--- src/rtl/llsc_pkg.sv ---
package llsc_pkg;
  typedef enum logic [1:0] {
    OP_LOAD  = 2'b00,
    OP_LL    = 2'b01,
    OP_SC    = 2'b10,
    OP_STORE = 2'b11
  } llsc_op_e;

  typedef enum logic [1:0] {
    COND_LSB    = 2'b00,
    COND_MSB    = 2'b01,
    COND_ZERO   = 2'b10,
    COND_ALWAYS = 2'b11
  } llsc_cond_e;
endpackage

--- src/rtl/llsc_index_map.sv ---
module llsc_index_map #(
  parameter int ADDR_W     = 32,
  parameter int LINE_BYTES = 32,
  parameter int WORD_GRAN  = 1,
  parameter int IDX_W      = 5
) (
  input  logic [ADDR_W-1:0] addr,
  output logic [IDX_W-1:0]  idx
);
  localparam int WORD_OFF = 3;
  localparam int LINE_OFF = $clog2(LINE_BYTES);

  generate
    if (WORD_GRAN != 0) begin : g_word
      assign idx = addr[WORD_OFF +: IDX_W];
    end else begin : g_line
      assign idx = addr[LINE_OFF +: IDX_W];
    end
  endgenerate

  logic unused_addr_bits;
  assign unused_addr_bits = ^addr;
endmodule

--- src/rtl/llsc_cond_eval.sv ---
module llsc_cond_eval
  import llsc_pkg::*;
#(
  parameter int DATA_W = 64
) (
  input  logic [DATA_W-1:0] val,
  input  logic [1:0]        sel,
  input  logic              inv,
  output logic              pass
);
  logic base;

  always_comb begin
    unique case (llsc_cond_e'(sel))
      COND_LSB:    base = val[0];
      COND_MSB:    base = val[DATA_W-1];
      COND_ZERO:   base = (val == '0);
      COND_ALWAYS: base = 1'b1;
      default:     base = 1'b0;
    endcase
    pass = base ^ inv;
  end
endmodule

--- src/rtl/llsc_tag_array.sv ---
module llsc_tag_array #(
  parameter int NUM_TAGS = 32,
  parameter int IDX_W    = 5
) (
  input  logic                clk,
  input  logic                rst_n,
  input  logic                wipe,
  input  logic                set_en,
  input  logic [IDX_W-1:0]    set_idx,
  input  logic                drop_en,
  input  logic [IDX_W-1:0]    drop_idx,
  input  logic [IDX_W-1:0]    look_idx,
  output logic                hit,
  output logic [NUM_TAGS-1:0] tags
);
  generate
    for (genvar i = 0; i < NUM_TAGS; i++) begin : g_tag
      logic nxt;
      always_comb begin
        if (wipe)
          nxt = 1'b0;
        else if (set_en)
          nxt = (set_idx == IDX_W'(i));
        else if (drop_en && (drop_idx == IDX_W'(i)))
          nxt = 1'b0;
        else
          nxt = tags[i];
      end
      always_ff @(posedge clk or negedge rst_n) begin
        if (!rst_n) tags[i] <= 1'b0;
        else        tags[i] <= nxt;
      end
    end
  endgenerate

  assign hit = tags[look_idx];
endmodule

--- src/rtl/llsc_resv_unit.sv ---
module llsc_resv_unit
  import llsc_pkg::*;
#(
  parameter int ADDR_W     = 32,
  parameter int DATA_W     = 64,
  parameter int NUM_LINES  = 8,
  parameter int LINE_BYTES = 32,
  parameter int WORD_GRAN  = 1
) (
  input  logic              clk,
  input  logic              rst_n,
  input  logic              req_valid,
  input  logic [1:0]        req_op,
  input  logic [ADDR_W-1:0] req_addr,
  input  logic [DATA_W-1:0] req_cond_val,
  input  logic [1:0]        req_cond_sel,
  input  logic              req_cond_inv,
  input  logic              clear_all,
  output logic              mem_we,
  output logic              sc_result_valid,
  output logic [DATA_W-1:0] sc_result
);
  localparam int WORDS_PER_LINE = LINE_BYTES / 8;
  localparam int NUM_TAGS = (WORD_GRAN != 0) ? NUM_LINES * WORDS_PER_LINE : NUM_LINES;
  localparam int IDX_W    = $clog2(NUM_TAGS);

  logic [IDX_W-1:0]    gran_idx;
  logic                cond_pass;
  logic                tag_hit;
  logic [NUM_TAGS-1:0] tag_q;
  logic                is_ll, is_sc, is_st;
  logic                sc_win;
  logic                res_valid_q, res_ok_q;

  assign is_ll = req_valid && (llsc_op_e'(req_op) == OP_LL);
  assign is_sc = req_valid && (llsc_op_e'(req_op) == OP_SC);
  assign is_st = req_valid && (llsc_op_e'(req_op) == OP_STORE);

  llsc_index_map #(
    .ADDR_W(ADDR_W), .LINE_BYTES(LINE_BYTES), .WORD_GRAN(WORD_GRAN), .IDX_W(IDX_W)
  ) u_map (
    .addr(req_addr),
    .idx (gran_idx)
  );

  llsc_cond_eval #(.DATA_W(DATA_W)) u_cond (
    .val (req_cond_val),
    .sel (req_cond_sel),
    .inv (req_cond_inv),
    .pass(cond_pass)
  );

  llsc_tag_array #(.NUM_TAGS(NUM_TAGS), .IDX_W(IDX_W)) u_tags (
    .clk     (clk),
    .rst_n   (rst_n),
    .wipe    (clear_all),
    .set_en  (is_ll),
    .set_idx (gran_idx),
    .drop_en (is_sc || is_st),
    .drop_idx(gran_idx),
    .look_idx(gran_idx),
    .hit     (tag_hit),
    .tags    (tag_q)
  );

  assign sc_win = is_sc && !clear_all && cond_pass && tag_hit;
  assign mem_we = sc_win;

  always_ff @(posedge clk or negedge rst_n) begin
    if (!rst_n) begin
      res_valid_q <= 1'b0;
      res_ok_q    <= 1'b0;
    end else begin
      res_valid_q <= is_sc;
      res_ok_q    <= sc_win;
    end
  end

  assign sc_result_valid = res_valid_q;
  assign sc_result       = {{(DATA_W-1){1'b0}}, res_ok_q};
endmodule

--- config.mk ---
export PLATFORM = sky130hd
export DESIGN_NAME = llsc_resv_unit
export DESIGN_NICKNAME = d
export VERILOG_FILES = /design/src/rtl/llsc_pkg.sv /design/src/rtl/llsc_index_map.sv /design/src/rtl/llsc_cond_eval.sv /design/src/rtl/llsc_tag_array.sv /design/src/rtl/llsc_resv_unit.sv
export SDC_FILE = /design/constraint.sdc
export NUM_CORES = 1
export LEC_CHECK = 0
export ABC_AREA = 1
export BUFFER_PORTS_ARGS = -buffer_cell sky130_fd_sc_hd__buf_2
export CAP_MARGIN = 20
export CORE_ASPECT_RATIO = 0.8
export CORE_UTILIZATION = 45
export DETAILED_ROUTE_END_ITERATION = 8
export HOLD_SLACK_MARGIN = 0.12
export PLACE_DENSITY = 0.83
export SYNTH_ARGS = -nofsm -noshare
export SYNTH_HDL_FRONTEND = slang
export SYNTH_SLANG_ARGS = --single-unit
--- constraint.sdc ---
create_clock -name clk -period 2.5 [get_ports clk]
set_clock_uncertainty 0.05 [all_clocks]
set_input_delay 0 -clock clk [delete_from_list [all_inputs] [get_ports clk]]
set_output_delay 0 -clock clk [all_outputs]
set_load 0.01 [all_outputs]
# Word level (Yosys, flattened, before mapping)
# Cells that the tools add are included.
word_totals:
  ff_bits: 34
  inputBits: 105
  out_inout_bits: 66
classes:
  n_lt_le_gt_ge: 1
  eq_ne: 37
  n_mux: 99
  bitwise_logic: 1
  reduce_logical: 75
ops:
  columns: ["op", "n"]
  rows:
  - ["2-to-1 mux 1 bit", 97]
  - ["nonzero test 3 bit", 32]
  - ["equality test 5 bit (second input constant)", 16]
  - ["zero test 64 bit", 1]
  - ["equality test 5 x 4 -> 1 bit (second input constant)", 8]
  - ["logical AND 1 bit", 38]
  - ["equality test 5 x 3 -> 1 bit (second input constant)", 4]
  - ["equality test 5 x 2 -> 1 bit (second input constant)", 2]
  - ["equality test 2 bit (second input constant)", 4]
  - ["< comparator 5 x 6 -> 1 bit (second input constant)", 1]
  - ["binary-select mux 1 bit (select 5 bit)", 1]
  - ["equality test 5 x 1 -> 1 bit (second input constant)", 1]
  - ["zero test 5 bit", 1]
  - ["equality test 2 x 1 -> 1 bit (second input constant)", 2]
  - ["one-hot mux 1 bit (4 select lines)", 1]
  - ["zero test 2 bit", 1]
  - ["zero test 1 bit", 1]
  - ["logical OR 1 bit", 1]
  - ["XOR 1 bit", 1]

# Logic depth before layout (Yosys ltp)
logic_depth:
  ltp_word: 7
  depth_mapped: 11
  mapped_depth_nobuf: 10

# By module
# From an unflattened synthesis, not the netlist that was laid out.
unflattened:
  cells_unflattened: 421
  hier_area_um2: 2906.5
modules_own_cells:
  columns: ["mod", "n_inst", "cells_each", "area_per_inst_um2"]
  rows:
  - ["llsc_tag_array", 1, 272, 2018.2]
  - ["llsc_resv_unit", 1, 77, 581.8]
  - ["llsc_cond_eval", 1, 67, 269.0]
  - ["llsc_index_map", 1, 5, 37.5]

# Least setup slack after synthesis
# Ideal clock, no wire load.
synth_path:
  path_kind: "register to register"
  start: "reg u_tags.tags[17]"
  end: "reg res_ok_q"
  setup_time_ns: 0.110
  arrival_ns: 0.992
  required_time_ns: 2.340
  slack_ns: 1.348
  stages_incl_launch_ff: 11
  n_path_buf: 0
  synth_period_minus_slack_ns: 1.152
  path_cell_list: "dfrtp_1 inv_1 nand2_1 o21ai_0 nand2_1 nand2_1 nand2_1 nand2_1 o21ai_1 nand3_1 nor2_1"
synth_via:
  elab_chain_cells: 3
synth_lines:
  columns: ["item", "line", "source"]
  rows:
  - ["start, declared", "llsc_tag_array.sv:14", "output logic [NUM_TAGS-1:0] tags"]
  - ["start signal, assigned by index", "llsc_tag_array.sv:31", "else tags[i] <= nxt;"]
  - ["binary-select mux 1 bit (select 5 bit)", "llsc_tag_array.sv:36", "assign hit = tags[look_idx];"]
  - ["2-to-1 mux 1 bit (not written as such)", "llsc_tag_array.sv:36", null]
  - ["logical AND 1 bit", "llsc_resv_unit.sv:66", "assign sc_win = is_sc && !clear_all && cond_pass && tag_hit;"]
  - ["via mem_we", "llsc_resv_unit.sv:19", "output logic mem_we,"]
  - ["end signal, assigned", "llsc_resv_unit.sv:75", "res_ok_q <= sc_win;"]
  - ["end, declared", "llsc_resv_unit.sv:33", "logic res_valid_q, res_ok_q;"]
# The timed path passes the listed nets, and every way through them passes these cells. The select of a mux whose other input is x is not followed.
# A chain may end at the register's enable or synchronous reset.

# Worst setup path in the final report
layout_path:
  start: "in req_addr[5]"
  end: "reg res_ok_q"
layout_via:
  elab_chain_cells: 3
layout_lines:
  columns: ["item", "line", "source"]
  rows:
  - ["start, declared", "llsc_resv_unit.sv:14", "input logic [ADDR_W-1:0] req_addr,"]
  - ["binary-select mux 1 bit (select 5 bit)", "llsc_tag_array.sv:36", null]
  - ["2-to-1 mux 1 bit (not written as such)", "llsc_tag_array.sv:36", null]
  - ["logical AND 1 bit", "llsc_resv_unit.sv:66", null]
# No other way between the ends. The select of a mux whose other input is x is not followed.

==> summary.md <==
| Metric | Value |
|---|---|
| Slowest stage cell, crit path | `sky130_fd_sc_hd__dlygate4sd3_1` |
| Worst Path Buf+Inv | `3` |
| Post-CTS setup buffers | `0` |
| PnR Total Power | `1.24 mW` |
| Min setup slack post-route | `444 ps` |
| List of cells traversed by the critical path | `dlygate4sd3_1 > buf_2 > nor2_1 > nand2_1 > nand2_1 > o21ai_1 > nand3_1 > nor2_1 > dlygate4sd3_1` |
| Count of unique library cells instantiated by Yosys | `25` |
| Final hold violation count | `0` |
| Most frequent cells in the layout | `103 x sky130_fd_sc_hd__nand2_1, 80 x sky130_fd_sc_hd__buf_2, 63 x sky130_fd_sc_hd__conb_1, 57 x sky130_fd_sc_hd__nor2_1, 34 x sky130_fd_sc_hd__dfrtp_1` |
| Syn avg cell area | `approximately 6.5 µm²` |
| Number of antenna violations at the first check in global routing | `0` |
| Die Ht | `just over 70 µm` |
| Count of pins over their slew limit | `0` |
| Critical path capture point | `res_ok_q` |
| Endpoints failing setup | `0` |
| Biggest cell delay along the critical path | `around 550 ps` |
| Half-perimeter wire length of the detailed placement result | `~4.8 mm` |
| CP Capture Type | `flip-flop` |
| Highest Clock Rate | `approximately 500 MHz` |
| Yosys warnings | `0` |
| Start-to-end type of the worst setup path | `input pin to flip-flop` |
| Antenna diode count | `0` |
| Final antenna-violating net count | `0` |
| Hold bufs inserted after CTS | `6` |
| Residual overflow from global routing | `0` |
| TritonRoute pass-1 iters | `4` |
| DRC violations left | `0` |
| Clock insertion delay at the later pin of the skew report | `around 290 ps` |
| Topmost layer with routed signal wires | `met4` |
| Max-Cap Viols | `0` |
| Synthesized area | `roughly 2800 µm²` |
| Power density over the cells | `around 400 nW/µm²` |
| Gate count after technology mapping | `425` |
| Actual slew at the worst max-slew pin | `roughly 930 ps` |
| NumNets Final | `approximately 600` |
| Routed via count divided by cell count | `approximately 4.8` |
| Routed metal-1 wirelength | `a little over 3 mm` |
| Final wirelength | `around 6.7 mm` |
| Leakage dissipation | `~1.6 nW` |
| Number of core rows | `25` |
| Number of buffers inserted by port buffering | `80` |
| Outcome | `completed` |
| Share of power burned in the clock network | `32.6%` |
| Global-route wire length before repair | `11.6 mm` |
| Startpoint class of the critical path | `input pin` |
| First element of the critical path | `req_addr[5]` |
| Flop2flop setup slack | `approximately 670 ps` |
| Total length of routed met3 wires | `between 400 and 500 µm` |
| Dominant delay contributor by cell family on the critical path | `buffers and inverters` |
| Amount of wire on met2 after detailed routing | `between 3 and 4 mm` |
| Horiz. Die Dim | `89.8 µm` |
| Clock input transition at the sequential cells of the worst setup and hold paths | `60 ps` |
| Sequential fraction of design power | `between 40 and 50%` |
| Pin count of the biggest net entering global routing | `35` |
| Sinks on Clock Net | `34` |
| Max H-tree Level | `2` |
| Via count of the first global-routing pass | `between 2000 and 3000` |
| P&R area growth vs syn | `12.0%` |
| Most common cell after layout, fill and taps aside | `sky130_fd_sc_hd__nand2_1` |
| Io pins | `roughly 170` |
| Root Buffer Master | `sky130_fd_sc_hd__clkbuf_8` |
| Share of post-route cells with drive strength above 1 | `20.6%` |
| Post-CTS Resized | `0` |
| Switching power total | `0.385 mW` |
| Overall via count from detail_route | `between 2000 and 3000` |
| Remaining max-slew budget at the tightest pin | `37.9%` |
| Path depth of the worst reg2reg path | `11` |
| Num CTS Buffers | `5` |
| Critical register-to-register path endpoint | `res_ok_q` |
| Worst setup timing slack at the placement stage | `870 ps` |
| Logic depth of the worst path, buffers included | `9` |
| Worst R2R Start | `u_tags.tags[17]` |
| Switching Share | `about 31%` |
| Initial DRC Count | `209` |
| Average wire length per cell after detail routing | `roughly 11 µm` |
| Part of the total power dissipated in combinational logic | `between 20% and 30%` |
| Register bit total from synthesis | `34` |
| Critical Path AT | `2180 ps` |
| Internal portion of total power | `about 0.86 mW` |
| IR Drop Worst-Case VDD | `around 0.25 mV` |
| Classification of the worst-slack hold path | `input pin to flip-flop` |
| Share of synthesized area occupied by flip-flops and latches | `between 30 and 40%` |
| Share of the cycle needed by the critical path after routing | `between 80 and 90%` |
| Global-route total usage across every layer | `a little over a fifth` |
| CTS tree | `built` |
| Critical path data required time | `approximately 2600 ps` |
| Initial Utilization | `46.7%` |
| Die area | `roughly 6500 µm²` |
| Setup repair after global routing missed its margin | `false` |
| Top fanout value on the critical path | `9` |
| Core footprint | `slightly below 6000 µm²` |
| Final total negative setup slack | `0 ps` |
| Maximum buffer depth of the clock tree | `2` |
| Post-layout min period | `2060 ps` |
| Final GP Congestion | `approximately 0.91` |
cell usage after synthesis:
cell type	n	area share, %
sky130_fd_sc_hd__conb_1	1	0.14
sky130_fd_sc_hd__buf_6	1	0.41
sky130_fd_sc_hd__buf_2	3	0.54
sky130_fd_sc_hd__buf_4	66	18
sky130_fd_sc_hd__buf_1	1	0.14
sky130_fd_sc_hd__nand3b_1	1	0.27
sky130_fd_sc_hd__dfrtp_1	34	31
sky130_fd_sc_hd__nor2_4	1	0.41
sky130_fd_sc_hd__nand3_1	19	3.4
sky130_fd_sc_hd__clkbuf_1	9	1.2
sky130_fd_sc_hd__nor2_1	57	7.7
sky130_fd_sc_hd__o211ai_1	3	0.81
sky130_fd_sc_hd__a21oi_1	1	0.18
sky130_fd_sc_hd__and2_0	1	0.23
sky130_fd_sc_hd__inv_1	33	4.5
sky130_fd_sc_hd__nand4_1	3	0.68
sky130_fd_sc_hd__o21a_1	1	0.27
sky130_fd_sc_hd__nand2_1	103	14
sky130_fd_sc_hd__o22ai_1	27	6.1
sky130_fd_sc_hd__nor3_1	8	1.4
sky130_fd_sc_hd__o21ai_0	3	0.54
sky130_fd_sc_hd__o32ai_1	2	0.63
sky130_fd_sc_hd__nor2_2	2	0.45
sky130_fd_sc_hd__o21ai_1	33	5.9
sky130_fd_sc_hd__inv_2	12	1.6
worst min path at each step:
stage,startpoint,endpoint,slack (ps),cells after the start
6_report,req_addr[6],u_tags.tags[23],140,4
3_3_place_gp,rst_n,u_tags.tags[17],60,1
2_1_floorplan,rst_n,res_ok_q,-350,0
4_1_cts,req_addr[7],u_tags.tags[25],140,3
5_1_grt,req_addr[6],u_tags.tags[4],160,4
3_5_place_dp,rst_n,u_tags.tags[17],70,1
power by group through the flow:
| stage | registers [mW] | clock network, mW | logic [mW] |
|---|---|---|---|
| 2_1_floorplan | 0.564 | 0 | 0.246 |
| 3_3_place_gp | 0.564 | 0 | 0.268 |
| 3_5_place_dp | 0.564 | 0 | 0.274 |
| 4_1_cts | 0.553 | 0.413 | 0.281 |
| 5_1_grt | 0.553 | 0.434 | 0.325 |
| 6_report | 0.554 | 0.406 | 0.286 |
per-layer routing:
metal  track usage (%)  vias up
li1                  -     1383
met1              28.3     1280
met2              37.3      119
met3              4.09       11
met4              7.10        0
met5                 0        -
sequential cells by signal, indices dropped and copies added (netlist names):
| register | flops |
|---|---|
| sc_result_valid | 1 |
| u_tags.tags | 32 |
| res_ok_q | 1 |
layout make-up:
| class | instances | area, µm² |
|---|---|---|
| multi-input combinational | 328 | 1430 |
| fill | 621 | 2830 |
| inverter | 45 | 169 |
| tap | 81 | 101 |
| timing repair buffer | 88 | 475 |
| sequential | 34 | 851 |
| clock buffer | 6 | 82.6 |
tightest hold or removal path, stage by stage:
cell,delay [ps]
sky130_fd_sc_hd__buf_2,110
sky130_fd_sc_hd__nor2_1,130
sky130_fd_sc_hd__nand3_1,120
sky130_fd_sc_hd__o22ai_1,70
metrics by stage:
step	std cells	util, %	hold slack (ps)	area, µm²
6_report	582	52.3	138	3110
5_1_grt	582	52.3	155	3110
4_1_cts	582	52.3	138	3110
3_5_place_dp	570	49.9	65.3	2970
3_3_place_gp	570	49.9	58.4	2970
2_1_floorplan	487	-	-346	3010
logic make-up (layout without fill, tap and decap cells):
kind of cell	count (synthesis)	after routing	share of synthesized area (%)
other	1	63	0.135
buffers and inverters	125	139	26.2
AND/OR/NAND/NOR	195	195	28.5
AO/OA/AOI/OAI	70	70	14.5
flip-flops	34	34	30.6
(Power assumes the default switching activity.)
